[src/rtl/uart_tx_brk.sv]
module uart_tx_brk #(
  parameter int DIV_W = 12
) (
  input  logic             clk,
  input  logic             rst_n,
  input  logic             tick,
  input  logic [DIV_W-1:0] baud_div,
  input  logic [8:0]       wr_data,
  input  logic             wr_stb,
  input  logic             long_word,
  input  logic             tx_en,
  input  logic             brk_req,
  output logic             txd,
  output logic             data_empty,
  output logic             tx_done
);
  localparam int SH_W  = 12;
  localparam int CNT_W = 4;

  typedef enum logic [1:0] {K_DATA, K_BRK, K_IDLE} kind_t;

  logic [SH_W-1:0]  sh;
  logic [CNT_W-1:0] bit_cnt;
  logic [DIV_W-1:0] pre_cnt;
  logic             busy, te_q, brk_q;
  logic             idle_pend, brk_pend, data_full;
  logic [8:0]       buf_q;
  kind_t            kind;

  logic             bit_end, last_bit, slot_free, brk_more, start;
  kind_t            ld_kind;
  logic [SH_W-1:0]  ld_sh;
  logic [CNT_W-1:0] nb, ld_cnt;

  assign bit_end   = busy && tick && (pre_cnt == baud_div);
  assign last_bit  = bit_end && (bit_cnt == CNT_W'(1));
  assign slot_free = !busy || last_bit;
  assign brk_more  = last_bit && (kind == K_BRK) && brk_req;
  assign start     = slot_free && tx_en && te_q &&
                     (idle_pend || brk_pend || brk_more || data_full);
  assign nb        = long_word ? CNT_W'(11) : CNT_W'(10);

  always_comb begin
    if (idle_pend) begin
      ld_kind = K_IDLE;
      ld_sh   = '1;
      ld_cnt  = nb;
    end else if (brk_pend || brk_more) begin
      ld_kind = K_BRK;
      ld_sh   = SH_W'(1) << nb;
      ld_cnt  = nb + CNT_W'(1);
    end else begin
      ld_kind = K_DATA;
      ld_sh   = long_word ? {2'b11, 1'b1, buf_q, 1'b0}
                          : {3'b111, 1'b1, buf_q[7:0], 1'b0};
      ld_cnt  = nb;
    end
  end

  always_ff @(posedge clk or negedge rst_n) begin
    if (!rst_n) begin
      busy    <= 1'b0;
      sh      <= '1;
      bit_cnt <= '0;
      pre_cnt <= '0;
      kind    <= K_IDLE;
    end else if (start) begin
      busy    <= 1'b1;
      sh      <= ld_sh;
      bit_cnt <= ld_cnt;
      pre_cnt <= '0;
      kind    <= ld_kind;
    end else if (last_bit) begin
      busy    <= 1'b0;
    end else if (bit_end) begin
      sh      <= {1'b1, sh[SH_W-1:1]};
      bit_cnt <= bit_cnt - CNT_W'(1);
      pre_cnt <= '0;
    end else if (busy && tick) begin
      pre_cnt <= pre_cnt + DIV_W'(1);
    end
  end

  always_ff @(posedge clk or negedge rst_n) begin
    if (!rst_n) begin
      te_q      <= 1'b0;
      brk_q     <= 1'b0;
      idle_pend <= 1'b0;
      brk_pend  <= 1'b0;
      data_full <= 1'b0;
      buf_q     <= '0;
    end else begin
      te_q  <= tx_en;
      brk_q <= brk_req;
      if (tx_en && !te_q)
        idle_pend <= 1'b1;
      else if (start && ld_kind == K_IDLE)
        idle_pend <= 1'b0;
      if (brk_req && !brk_q)
        brk_pend <= 1'b1;
      else if (start && ld_kind == K_BRK)
        brk_pend <= 1'b0;
      if (wr_stb) begin
        data_full <= 1'b1;
        buf_q     <= wr_data;
      end else if (start && ld_kind == K_DATA) begin
        data_full <= 1'b0;
      end
    end
  end

  assign txd        = busy ? sh[0] : 1'b1;
  assign data_empty = !data_full;
  assign tx_done    = !busy && !data_full && !idle_pend && !brk_pend;


  brk_low_chk: assert property (@(posedge clk) disable iff (!rst_n)
    busy && kind == K_BRK && bit_cnt > CNT_W'(1) |-> !txd);

  frame_tail_high_chk: assert property (@(posedge clk) disable iff (!rst_n)
    $fell(busy) |-> $past(txd));

  te_off_quiet_chk: assert property (@(posedge clk) disable iff (!rst_n)
    !tx_en && !busy |=> txd);

  brk_latch_chk: assert property (@(posedge clk) disable iff (!rst_n)
    $rose(brk_req) |=> brk_pend);

  wr_done_low_chk: assert property (@(posedge clk) disable iff (!rst_n)
    wr_stb |=> !tx_done && !data_empty);

  idle_first_chk: assert property (@(posedge clk) disable iff (!rst_n)
    $rose(busy) && $past(idle_pend) |-> kind == K_IDLE);
endmodule

[config.mk]
export PLATFORM = sky130hd
export DESIGN_NAME = uart_tx_brk
export DESIGN_NICKNAME = d
export VERILOG_FILES = /design/src/rtl/uart_tx_brk.sv
export SDC_FILE = /design/constraint.sdc
export NUM_CORES = 1
export LEC_CHECK = 0
export BUFFER_PORTS_ARGS = -buffer_cell sky130_fd_sc_hd__buf_2
export CORE_MARGIN = 5
export CORE_UTILIZATION = 35
export CTS_CLUSTER_DIAMETER = 200
export CTS_CLUSTER_SIZE = 12
export DETAILED_ROUTE_END_ITERATION = 12
export PLACE_DENSITY = 0.54
export SYNTH_ARGS = -nofsm -noshare
export SYNTH_HDL_FRONTEND = slang
export SYNTH_SLANG_ARGS = --single-unit
[constraint.sdc]
create_clock -name clk -period 2.91 [get_ports clk]
set_input_delay 0.4365 -clock clk [delete_from_list [all_inputs] [get_ports clk]]
set_output_delay 0.4365 -clock clk [all_outputs]
set_load 0.01 [all_outputs]
==> metrics.log <==
INFO  metric yosys-mux-area-fraction = 0.119
INFO  metric timing.final.crit_share = 0.837
INFO  metric via_count = between 2,000 and 2,500
INFO  metric syn_avg_cell_area = 10.1 um^2
INFO  metric critical_path.reg2reg.endpoint = bit_cnt[0]
INFO  metric yosys-top-cells-area = dfrtp_1 28%, dfstp_2 12%, mux2i_1 6.4%
INFO  metric synth_async_reset_ratio = 1.00
INFO  metric place.port_buffers = 30
INFO  metric initial_util = 0.363
INFO  metric min_to = te_q
INFO  metric drt-pass1-iter-count = 4
INFO  metric rrSetupSlack = 480 ps
INFO  metric rr_startpoint = pre_cnt[9]
INFO  metric regArea = between 1000 and 1500 um^2
INFO  metric insertedDiodeCount = 0
INFO  metric transition_time_at_the_pin_with_the_least_slew_margin = ~1000 ps
INFO  metric mostFrequentLayoutCells = 32 x dfrtp_1, 30 x buf_2, 25 x nor2_1
INFO  metric placementRows = 32
INFO  metric design_power_total = ~2.4 mW
INFO  metric maxCapViolations = 0
INFO  metric hpwl_after_detailed_placement = 4550 um
INFO  metric post_drt_via_cell_ratio = about 5.3
INFO  metric place.gp.congestion = approximately 0.82
INFO  metric maxClockFrequency = ~0.4 GHz
INFO  metric hold_violations = 0
INFO  metric accumulated_negative_setup_slack = 0 ps
INFO  metric critPathArrivalTime = roughly 2700 ps
INFO  metric drt_iter0_markers = 91
INFO  metric fraction_of_layout_instances_using_a_drive_strength_above_1 = 0.274
INFO  metric final_net_count = ~340
INFO  metric synthCells = about 280
INFO  metric die-area = around 10,000 um^2
INFO  metric ant_nets = 0
INFO  metric seqPwrFrac = 0.472
INFO  metric clkSinkCount = 45
INFO  metric yosys.cell_types.count = 54
INFO  metric synth_compound_area_frac = 0.185
INFO  metric synth_top_flop_cell = dfrtp_1
INFO  metric post-cts-setup-buffers = 0
INFO  metric die_height = ~100 um
INFO  metric clock_path_buffers = 2
INFO  metric critical_path.slowest_cell = dfrtp_1
INFO  metric routed_wirelength = ~6500 um
INFO  metric ys_seq_area_frac = 0.403
INFO  metric post_cts_hold_buffer_count = 0
INFO  metric cts_tree = done
INFO  metric layout_commonest_cell = dfrtp_1
INFO  metric gr-usage-all-layers = 0.134
INFO  metric tritoncts.num_buffers = 5
INFO  metric period_minus_slack = about 2400 ps
INFO  metric worst_path_cell_chain = xor2_1 -> nor4_4 -> and3_4 -> a41oi_2 -> clkinv_1 -> ha_1 -> mux2_2 -> mux2i_1
INFO  metric clock_share_of_power = 0.198
INFO  metric skew = between 7 and 8 ps
INFO  metric floorplan.core_area = roughly 7800 um^2
INFO  metric p_int = ~1.5 mW
INFO  metric clkTransAtPathRegs = 90 ps
INFO  metric cp_slowest_stage_delay = roughly 470 ps
INFO  metric vdd.ir_drop.worst = 313 uV
INFO  metric yosys.area_share.simple = 0.177
INFO  metric final-max-slew-violation-count = 0
INFO  metric netlist.top_cell.by_area = dfrtp_1
INFO  metric min_delay_path_depth = 1
INFO  metric synth_top_area_share = 0.282
INFO  metric grt_setup_unrepaired = false
INFO  metric synth-edff-count = 0
INFO  metric worstSetupStartpoint = pre_cnt[9]
INFO  metric htreeDepth = 2
INFO  metric cts-root-buf = clkbuf_8
INFO  metric areal_power_density_over_the_cells = about 740 nW/um^2
INFO  metric power.switching = slightly above 0.8 mW
INFO  metric route.detailed.wl_per_inst = approximately 16 um
INFO  metric worst_setup_path_end_kind = register
INFO  metric yosys_reg_bits = 45
INFO  metric grt_pass1_vias = ~2,200
INFO  metric status = finished, final reports clean
INFO  metric synth_warnings = 0
INFO  metric layout-area-overhead-vs-synth = 12.0%
INFO  metric timing.slew.headroom = 0.352
INFO  metric multiInputGateArea = approximately 1500 um^2
INFO  metric die-width = between 100 and 150 um
INFO  metric maximum_number_of_pins_on_one_net_before_global_route_repair = 43
INFO  metric synthXorXnorAreaFrac = 0.0432
INFO  metric grt_first_pass_wirelength = 10,900 um
INFO  metric leakage = 1.39 nW
INFO  metric total_standard_cell_area_after_synthesis = about 2800 um^2
INFO  metric critPathKind = register to register
INFO  metric combPwrFrac = 0.330
INFO  metric total_drc_errors_in_the_routed_layout = 0
INFO  metric critPathRequiredTime = 3140 ps
INFO  metric synth_top_family_by_area = compound AO/OA/AOI/OAI gates
INFO  metric num-fill-cells = a little under 800
INFO  metric timing.final.setup_violations = 0
INFO  metric worst_hold_path_type = primary input to register
INFO  metric worst_hold_startpoint = tx_en
INFO  metric yosys.area_share.adder = 0.0221
INFO  metric critPathLaunchType = register
INFO  metric grt_remaining_overflow = 0
INFO  metric critPathMaxFanout = 13
INFO  metric io_pins = 31
INFO  metric worst_r2r_path_depth = 8
INFO  metric sw_frac_of_total = 0.353
INFO  metric clock_latency = 300 ps
INFO  metric cts-resized-gates = 0
INFO  metric antenna_violations_before_repair = 0
INFO  metric synthesis.nets = 315
cell families (layout without fill, tap and decap cells):
group / after synthesis / in the layout
multiplexers: 32 / 32
flip-flops: 45 / 45
XOR/XNOR: 14 / 14
buffers and inverters: 28 / 56
AO/OA/AOI/OAI: 72 / 72
adder cells (fa/ha/maj): 5 / 5
AND/OR/NAND/NOR: 86 / 86
how the worst max path moves through the flow:
stage | slack (ps) | end
2_1_floorplan | 600 | bit_cnt[0]
3_3_place_gp | 460 | bit_cnt[0]
3_5_place_dp | 410 | bit_cnt[0]
4_1_cts | 480 | bit_cnt[0]
5_1_grt | 360 | bit_cnt[0]
6_report | 480 | bit_cnt[0]
synth_stat cells (5+ instances only):
master      n
o21ai_0    13
dfrtp_1    32
mux2_2     13
xor2_1     13
nand3_1     8
a2bb2oi_1   7
a21oi_1    11
nor2_1     25
o22ai_1     7
a221o_1     7
o21ai_1     9
ha_1        5
mux2i_1    18
clkbuf_1    8
dfstp_2    13
inv_1       9
nand2_1    22
power by group through the flow:
stage / clock (mW) / combinational, mW / sequential [mW]
global placement: 0 / 0.775 / 1.12
floorplan: 0 / 0.699 / 1.03
detailed placement: 0 / 0.779 / 1.13
global route: 0.514 / 0.884 / 1.15
finish: 0.466 / 0.777 / 1.11
CTS: 0.484 / 0.786 / 1.11
area by class of cell:
class / instances / share of cell area
Multi-Input combinational cell: 209 / 0.488
Sequential cell: 45 / 0.360
Timing Repair Buffer: 38 / 0.0662
Tap cell: 102 / 0.0402
Clock buffer: 6 / 0.0229
Inverter: 10 / 0.0118
Clock inverter: 2 / 0.0110
worst max-delay path: cells and delay by family, from the launching register on:
| kind | cells | cell delay (ps) |
|---|---|---|
| AO/OA/AOI/OAI | 1 | 140 |
| XOR/XNOR | 1 | 200 |
| adder cells (fa/ha/maj) | 1 | 240 |
| buffers and inverters | 1 | 150 |
| flip-flops | 1 | 470 |
| multiplexers | 2 | 380 |
| AND/OR/NAND/NOR | 2 | 790 |
per-stage QoR:
step | area (um^2) | hold WS, ps | instances | util | setup WS (ps)
final | 3170 | 262 | 412 | 0.407 | 475
after global routing | 3170 | 258 | 412 | 0.407 | 363
after CTS | 3170 | 252 | 412 | 0.407 | 481
after detailed placement | 3070 | 403 | 404 | 0.393 | 411
after global placement | 3070 | 399 | 404 | 0.393 | 463
after floorplan | 2840 | 141 | 282 | - | 605
per-layer routing:
metal | vias to the layer above | track usage | wire length (um)
met1 | 1072 | 0.177 | 3050
met4 | 0 | 0.0311 | 60
li1 | 1079 | - | -
met3 | 8 | 0.0306 | 319
met2 | 43 | 0.224 | 3030
met5 | - | 0 | 0
sequential cells by signal, indices dropped and copies added (netlist names):
| signal | count |
|---|---|
| kind | 2 |
| data_full | 1 |
| busy | 1 |
| pre_cnt | 12 |
| brk_pend | 1 |
| idle_pend | 1 |
| sh | 12 |
| bit_cnt | 4 |
| te_q | 1 |
| brk_q | 1 |
| buf_q | 9 |
No activity file was read; power rests on OpenSTA's default activity.
